`src/rtl/brlx_pkg.sv`:
```
package brlx_pkg;

  typedef enum logic [2:0] {
    K_NONE,
    K_BCOND,
    K_B,
    K_LINK_PRE,
    K_LINK_T,
    K_LINK_A,
    K_REG_X,
    K_REG_LX
  } br_kind_e;

  localparam int unsigned N_COND = 16;

  // 16-bit class prefixes
  localparam logic [3:0] PFX_BCOND  = 4'b1101;
  localparam logic [4:0] PFX_B      = 5'b11100;
  localparam logic [4:0] PFX_LINK_A = 5'b11101;
  localparam logic [4:0] PFX_PRE    = 5'b11110;
  localparam logic [4:0] PFX_LINK_T = 5'b11111;
  localparam logic [8:0] PFX_REG_X  = 9'b010001110;
  localparam logic [8:0] PFX_REG_LX = 9'b010001111;

endpackage

```
`src/rtl/brlx_decode.sv`:
```
module brlx_decode
  import brlx_pkg::*;
(
  input  logic [8:0] op_hi,   // opcode bits [15:7]
  output br_kind_e   kind
);
  logic [3:0] top4;
  logic [4:0] top5;
  logic [3:0] cfield;

  assign top4   = op_hi[8:5];
  assign top5   = op_hi[8:4];
  assign cfield = op_hi[4:1];

  always_comb begin
    kind = K_NONE;
    if (op_hi == PFX_REG_X)
      kind = K_REG_X;
    else if (op_hi == PFX_REG_LX)
      kind = K_REG_LX;
    else if (top4 == PFX_BCOND && cfield[3:1] != 3'b111)
      kind = K_BCOND;
    else if (top5 == PFX_B)
      kind = K_B;
    else if (top5 == PFX_LINK_A)
      kind = K_LINK_A;
    else if (top5 == PFX_PRE)
      kind = K_LINK_PRE;
    else if (top5 == PFX_LINK_T)
      kind = K_LINK_T;
  end
endmodule

```
`src/rtl/brlx_cond.sv`:
```
module brlx_cond
  import brlx_pkg::*;
(
  input  logic [3:0] cond,
  input  logic [3:0] nzcv,
  output logic       pass
);
  logic fn, fz, fc, fv;
  logic [N_COND-1:0] pred;

  assign fn = nzcv[3];
  assign fz = nzcv[2];
  assign fc = nzcv[1];
  assign fv = nzcv[0];

  // Predicates come in complementary pairs: even code true form, odd code inverted.
  logic [N_COND/2-1:0] base;
  assign base[0] = fz;
  assign base[1] = fc;
  assign base[2] = fn;
  assign base[3] = fv;
  assign base[4] = fc & ~fz;
  assign base[5] = (fn == fv);
  assign base[6] = ~fz & (fn == fv);
  assign base[7] = 1'b1;

  for (genvar g = 0; g < N_COND / 2; g++) begin : g_pair
    assign pred[2*g]   = base[g];
    assign pred[2*g+1] = (g == 7) ? 1'b0 : ~base[g];
  end

  assign pass = pred[cond];
endmodule

```
`src/rtl/brlx_target.sv`:
```
module brlx_target
  import brlx_pkg::*;
#(
  parameter int unsigned ADDR_W = 32
) (
  input  br_kind_e          kind,
  input  logic              pass,
  input  logic [10:0]       off,
  input  logic [ADDR_W-1:0] pc,
  input  logic [ADDR_W-1:0] lr,
  input  logic [ADDR_W-1:0] rm,
  output logic [ADDR_W-1:0] nxt,
  output logic              we,
  output logic [ADDR_W-1:0] ldat,
  output logic              isa16
);
  localparam int unsigned HI_SH = 12;

  logic [ADDR_W-1:0] pc_rd, pc_seq, link_ret, off8_x, off11_x, off_hi_x, off_lo_u, lr_sum;
  logic signed [8:0]        s8;
  logic signed [11:0]       s11;
  logic signed [10+HI_SH:0] shi;

  assign s8       = $signed({off[7:0], 1'b0});
  assign s11      = $signed({off, 1'b0});
  assign shi      = $signed({off, {HI_SH{1'b0}}});
  assign off8_x   = ADDR_W'(s8);
  assign off11_x  = ADDR_W'(s11);
  assign off_hi_x = ADDR_W'(shi);
  assign off_lo_u = ADDR_W'({off, 1'b0});

  assign pc_rd    = pc + ADDR_W'(4);
  assign pc_seq   = pc + ADDR_W'(2);
  assign link_ret = {pc_seq[ADDR_W-1:1], 1'b1};
  assign lr_sum   = lr + off_lo_u;

  always_comb begin
    nxt   = pc_seq;
    we    = 1'b0;
    ldat  = link_ret;
    isa16 = 1'b1;
    unique case (kind)
      K_BCOND:    if (pass) nxt = pc_rd + off8_x;
      K_B:        nxt = pc_rd + off11_x;
      K_LINK_PRE: begin
        we   = 1'b1;
        ldat = pc_rd + off_hi_x;
      end
      K_LINK_T:   begin
        nxt = lr_sum;
        we  = 1'b1;
      end
      K_LINK_A:   begin
        nxt   = {lr_sum[ADDR_W-1:2], 2'b00};
        we    = 1'b1;
        isa16 = 1'b0;
      end
      K_REG_X:    begin
        nxt   = {rm[ADDR_W-1:1], 1'b0};
        isa16 = rm[0];
      end
      K_REG_LX:   begin
        nxt   = {rm[ADDR_W-1:1], 1'b0};
        isa16 = rm[0];
        we    = 1'b1;
      end
      default:    ;
    endcase
  end
endmodule

```
`src/rtl/brlx_unit.sv`:
```
module brlx_unit
  import brlx_pkg::*;
#(
  parameter int unsigned ADDR_W = 32
) (
  input  logic              clk,
  input  logic              rst,
  input  logic              in_valid,
  input  logic [15:0]       instr,
  input  logic [ADDR_W-1:0] pc_in,
  input  logic [ADDR_W-1:0] lr_in,
  input  logic [ADDR_W-1:0] rm_data,
  input  logic [3:0]        nzcv,
  output logic              out_valid,
  output logic [ADDR_W-1:0] next_pc,
  output logic              lr_we,
  output logic [ADDR_W-1:0] lr_data,
  output logic              isa16_out
);
  br_kind_e          kind;
  logic              pass;
  logic [ADDR_W-1:0] c_nxt, c_ldat;
  logic              c_we, c_isa16;

  brlx_decode u_dec (
    .op_hi (instr[15:7]),
    .kind  (kind)
  );

  brlx_cond u_cond (
    .cond (instr[11:8]),
    .nzcv (nzcv),
    .pass (pass)
  );

  brlx_target #(.ADDR_W(ADDR_W)) u_tgt (
    .kind  (kind),
    .pass  (pass),
    .off   (instr[10:0]),
    .pc    (pc_in),
    .lr    (lr_in),
    .rm    (rm_data),
    .nxt   (c_nxt),
    .we    (c_we),
    .ldat  (c_ldat),
    .isa16 (c_isa16)
  );

  always_ff @(posedge clk) begin
    if (rst) begin
      out_valid <= 1'b0;
      lr_we     <= 1'b0;
      next_pc   <= '0;
      lr_data   <= '0;
      isa16_out <= 1'b1;
    end else begin
      out_valid <= in_valid;
      lr_we     <= in_valid & c_we;
      if (in_valid) begin
        next_pc   <= c_nxt;
        lr_data   <= c_ldat;
        isa16_out <= c_isa16;
      end
    end
  end
endmodule

```
`config.mk`:
```
export PLATFORM = sky130hd
export DESIGN_NAME = brlx_unit
export DESIGN_NICKNAME = d
export VERILOG_FILES = /design/src/rtl/brlx_pkg.sv /design/src/rtl/brlx_decode.sv /design/src/rtl/brlx_cond.sv /design/src/rtl/brlx_target.sv /design/src/rtl/brlx_unit.sv
export SDC_FILE = /design/constraint.sdc
export NUM_CORES = 1
export LEC_CHECK = 0
export CORE_UTILIZATION = 45
export DETAILED_ROUTE_END_ITERATION = 7
export HOLD_SLACK_MARGIN = 0.12
export PLACE_DENSITY = 0.73
export SLEW_MARGIN = 30
export SYNTH_ARGS = -nofsm -noshare
export SYNTH_HDL_FRONTEND = slang
export SYNTH_HIERARCHICAL = 1
export SYNTH_SLANG_ARGS = --single-unit
```
`constraint.sdc`:
```
create_clock -name clk -period 9.06 [get_ports clk]
set_input_delay 1.812 -clock clk [delete_from_list [all_inputs] [get_ports clk]]
set_output_delay 1.812 -clock clk [all_outputs]
set_load 0.05 [all_outputs]
```
==> impl_metrics.ini, run 1 <==
[status]
outcome = completed

[critical_path]
worstReg2RegEnd = isa16_out
crit_path_end_kind = register
crit_arrival_ns = 6.68
cp.required_ns = 9.27
startpoint_type = input pin
r2r_setup_slack_ns = 8.28
r2r_start = isa16_out
crit_type = in -> reg
cpPeakStageDelay_ns = 0.65
cpMostUsedCell = nand3_1
crit_buf_inv = 1
cp_top_family = compound AO/OA/AOI/OAI gates
worstPathMaxFanout = 7
crit_chain = clkdlybuf4s50_1 -> nand4_1 -> or2_2 -> nor3_1 -> nand3_1 -> xnor2_1 -> ha_1 -> a21o_1 -> a31o_2 -> a21oi_1 -> o21ai_0 -> o2111ai_1 -> a2111oi_0 -> a211oi_1 -> nand3_1 -> mux2i_1 -> nor2_1
ff2ff_path_depth = 2
slowest_stage = clkdlybuf4s50_1

[synth]
synth_edf_count = 0
ys_seq_elements = 67
yosys-top-cells-area = dfxtp_1 (15%), ha_1 (11%), xnor2_1 (8.3%)
synth_nets = 1428
synth.distinct_cells = 82
synth_seq_area_share = 0.147
postSynthCellCount = 1226
async_flop_share = 0
netlist_area_um2 = 9150
synth_area_leader_cell = dfxtp_1
ys_warn_count = 6
ys.flop_type = dfxtp_1
synth_top_area_frac = 0.147
postSynthAreaPerCell_um2 = 7.46

[drt]
viasPerCell = 6.02
routed_wl_mm = 33.3
wl_per_cell_um = 20.4
drc = 0
final_antenna_net_count = 0
vias = 9864
dr.pass1.iters = 6
drt_iter0_drc = 1045

[global_routing]
grt_max_degree = 67
grt_pass1_wl_mm = 50.2
grt_pass1_vias = 8967
overflow = 0
antenna_found_initial = 0
grt_use_total = 0.319

[cts]
cts_resized = 0
ctsHoldBuffers = 0
cts.clk_slew.worst_paths_ns = 0.06
root_buffer = clkbuf_16
cts_setup_buffers = 0
clk_latency_ns = 0.34
cts_tree = built
clock-sinks = 67
cts_made_buffers = 9
h-tree-depth = 3
clk_path_buf_depth = 2

[timing]
finalClockSkew_ns = 0
hold_viol = 0
min_period_over_period = 0.714
fmax_mhz = 155
setup_viol = 0
relSlewSlack = 0.280
tns_ns = 0
tightest_slew_ns = 1.08
maxSlewViolCount = 0
final.min_clock_period_ns = 6.47
rsz0062_at_grt = no

[layout]
antennaDiodeCount = 0
drive_above_1_share = 0.0401
mostFrequentLayoutCell = clkdlybuf4s50_1
area_growth_pct = 24.0
fin_cells = 1638
nets = 1570
mostFrequentLayoutCells = clkdlybuf4s50_1 (183), nor2_1 (163), nand2_1 (99)

[power_and_ir_drop]
p_int_mw = 0.772
power.share.clock = 0.261
switching_share = 0.425
seq_power_share = 0.244
p_comb_frac = 0.495
ir_worst_vdd_mv = 0.0860
p_switching_mw = 0.572
powerDensity_nw_per_um2 = 118
p_leak_nw = 4.61

[floorplanning]
die_area_um2 = 20900
fp.dieH_um = 145
core_area_um2 = 19700
rows = 51
start_util = 0.464
die_width_um = 145
io_pins = 186

[worst_hold_path]
min_from = lr_data[14]
hold_path_depth = 2
holdPathEnd = lr_data[14]
hp-class = reg -> reg

[placement]
place.gp.congestion = 0.996
placement.io_buffers = 185
dp_cells = 1622
dp.final_hpwl_mm = 26.0

[run]
max_cap_viol_count = 0
==> layer usage <==
layer  part of all wire  routed length [um]  track usage  vias up
li1                   -                   -            -     4765
met1               0.47               15800        0.470     4600
met2               0.42               13900        0.479      466
met3              0.097                3240       0.0464       33
met4              0.014                 460       0.0814        0
met5                  0                   0            0        -
==> per-stage QoR <==
step                 util  hold WS, ns  cell area, um^2  total power, mW  setup slack (ns)
global placement    0.561        0.472            11100            0.982              2.44
finish              0.575        0.492            11300             1.34              2.59
global route        0.575        0.514            11300             1.41              2.14
detailed placement  0.561        0.484            11100            0.982              2.30
floorplan               -        0.737             9150            0.773              3.48
CTS                 0.575        0.500            11300             1.34              2.66
==> synth_stat cells (12+ instances only) <==
cell type  number
nand3_1        44
nand4_1        28
a21oi_1        90
clkbuf_1       40
o221ai_1       12
a21o_1         30
xor2_1         65
o211ai_1       12
inv_1          27
o21ai_0        67
dfxtp_1        67
nand2_1        99
a222oi_1       12
xnor2_1        87
ha_1           80
nor3_1         21
nor4_1         12
mux2i_1        74
and3_1         12
nor2_1        164
nand2b_1       13
==> worst reg2reg max path: stages (launching register included) <==
cell and delay [ns]:
dfxtp_1 0.31, nor2b_1 0.12, a211o_1 0.24
==> logic make-up (layout without fill, tap and decap cells) <==
kind of cell             count (synthesis)  in the layout  synth area share
multiplexers                            76             76            0.0834
AO/OA/AOI/OAI                          319            319             0.234
AND/OR/NAND/NOR                        438            438             0.225
adder cells (fa/ha/maj)                 83             83             0.116
buffers and inverters                   91            238            0.0487
XOR/XNOR                               152            152             0.146
flip-flops                              67             67             0.147
==> power groups by stage <==
stage	logic, mW	clock network (mW)	registers (mW)
global route	0.713	0.370	0.331
CTS	0.652	0.356	0.328
global placement	0.648	0	0.334
floorplan	0.365	0	0.408
finish	0.666	0.350	0.328
detailed placement	0.648	0	0.335
==> state kept, by name, summed over array words and instances (netlist names) <==
signal     cells
isa16_out      1
next_pc       32
out_valid      1
lr_we          1
lr_data       32
==> worst max path at each step <==
stage / startpoint / endpoint / slack (ns) / depth (start not counted)
2_1_floorplan: pc_in[8] / next_pc[29] / 3.48 / 18
3_3_place_gp: pc_in[9] / lr_data[29] / 2.44 / 18
3_5_place_dp: pc_in[9] / lr_data[29] / 2.30 / 18
4_1_cts: pc_in[9] / lr_data[29] / 2.66 / 18
5_1_grt: pc_in[9] / lr_data[29] / 2.14 / 18
6_report: pc_in[9] / next_pc[28] / 2.59 / 17
==> cell type report <==
cell class,instances,area (um^2)
Clock buffer,9,225
Inverter,27,101
Multi-Input combinational cell,1068,7360
Fill cell,1872,8380
Sequential cell,67,1340
Clock inverter,7,58.8
Tap cell,265,332
Timing Repair Buffer,195,1920
No activity file was read; power rests on OpenSTA's default activity.
==> run 2: changes to the inputs <==
clock period = 6.45 ns   (was 9.06 ns; I/O delays follow)
==> run 2 against run 1 <==
Critical endpoint is now next_pc[26]. Core utilization is 0.58 points higher. Clock-buffer cell count stayed put. Critical path type unchanged. Die area stayed put. Critical path depth grew 1. Worst setup slack worse by 2.0 ns. First-iteration DRC count grew 2.9%. Register-to-register slack worse by 2.6 ns.
==> impl_metrics.ini, run 2 (synthesis results as in run 1) <==
[timing]
final.min_clock_period_ns = 5.82
tns_ns = 0
maxSlewViolCount = 0
relSlewSlack = 0.306
setup_viol = 0
fmax_mhz = 172
min_period_over_period = 0.902
rsz0062_at_grt = no
tightest_slew_ns = 1.04
finalClockSkew_ns = 0
hold_viol = 0

[cts]
cts.clk_slew.worst_paths_ns = 0.06
root_buffer = clkbuf_16
ctsHoldBuffers = 0
h-tree-depth = 3
cts_made_buffers = 9
cts_resized = 0
cts_tree = built
cts_setup_buffers = 0
clk_path_buf_depth = 2
clk_latency_ns = 0.35
clock-sinks = 67

[layout]
nets = 1584
top_regs = lr_data x32, next_pc x32
drive_above_1_share = 0.0483
mostFrequentLayoutCell = clkdlybuf4s50_1
final_area_um2 = 11500
antennaDiodeCount = 0
area_growth_pct = 25.3
mostFrequentLayoutCells = clkdlybuf4s50_1 (183), nor2_1 (164), nand2_1 (99)

[floorplanning]
io_pins = 186
core_area_um2 = 19700
start_util = 0.464
die_width_um = 145
die_area_um2 = 20900
fp.dieH_um = 145
rows = 51

[global_routing]
grt_max_degree = 67
antenna_found_initial = 0
overflow = 0
grt_pass1_wl_mm = 50.5
grt_use_total = 0.323
grt_pass1_vias = 8881

[power_and_ir_drop]
finalPower_mw = 1.93
p_leak_nw = 4.70
ir_worst_vdd_mv = 0.135
powerDensity_nw_per_um2 = 168

[drt]
dr.pass1.iters = 6
drt_iter0_drc = 1075
wl_per_cell_um = 20.5
vias = 9863
drc = 0
routed_wl_mm = 33.8
final_antenna_net_count = 0
viasPerCell = 5.97

[critical_path]
crit_path_end_kind = register
slowest_stage = clkdlybuf4s50_1
cpPeakStageDelay_ns = 0.63
crit_chain = clkdlybuf4s50_1 -> and3_1 -> and3_1 -> inv_1 -> nor2_1 -> xor2_1 -> ha_1 -> nand3_1 -> a211o_1 -> a211oi_2 -> o311ai_2 -> a311o_2 -> o21ai_2 -> a21oi_2 -> xnor2_1 -> a221o_1 -> mux2i_1 -> nor2_1
cp.required_ns = 6.66
crit_type = in -> reg
cp_top_family = compound AO/OA/AOI/OAI gates
crit_arrival_ns = 6.03
worstPathMaxFanout = 8
crit_buf_inv = 2
startpoint_type = input pin

[placement]
place.gp.congestion = 0.994
dp.final_hpwl_mm = 26.7
placement.io_buffers = 185
place_area_um2 = 11200

[status]
outcome = completed

[run]
max_cap_viol_count = 0

[worst_hold_path]
hp-class = reg -> reg
## run 2: cell type report
cell class              count  area [um^2]
fillers                  1821         8260
multi-input cells        1068         7360
repair buffers            209         2020
flip-flops and latches     67         1340
well taps                 265          332
clock buffers               9          225
inverters                  27          101
clock inverters             7         73.8
## run 2: power breakdown
group	switching (mW)	internal (mW)
Sequential	0.0165	0.444
Combinational	0.567	0.381
Clock	0.244	0.277
Total	0.827	1.10
## run 2: worst paths after layout
check,from,end,slack [ns],cells past startpoint
setup / recovery,pc_in[4],next_pc[26],0.63,18
hold / removal,next_pc[19],next_pc[19],0.49,2
setup reg to reg,isa16_out,isa16_out,5.68,2
hold reg to reg,next_pc[19],next_pc[19],0.49,2
## run 2: tightest hold or removal path, delay by kind of cell, from the launching register on
kind / cells / cell delay [ns]
AND/OR/NAND/NOR: 1 / 0.07
flip-flops: 1 / 0.33
multiplexers: 1 / 0.06
## run 2: stage by stage
step	setup WS (ns)	hold slack [ns]	std cells	util
6_report	0.634	0.495	1652	0.581
5_1_grt	0.375	0.522	1652	0.581
4_1_cts	0.731	0.499	1652	0.581
3_5_place_dp	0.360	0.484	1636	0.566
3_3_place_gp	0.372	0.473	1636	0.566
2_1_floorplan	1.40	0.737	1226	-
## run 2: routing by layer
layer  part of all wire  track usage  wire length [um]  vias up
met1               0.48        0.468             16200     4557
met2               0.41        0.480             13900      476
met3              0.092       0.0606              3120       45
li1                   -            -                 -     4785
met5                  0            0                 0        -
met4              0.017       0.0892               574        0
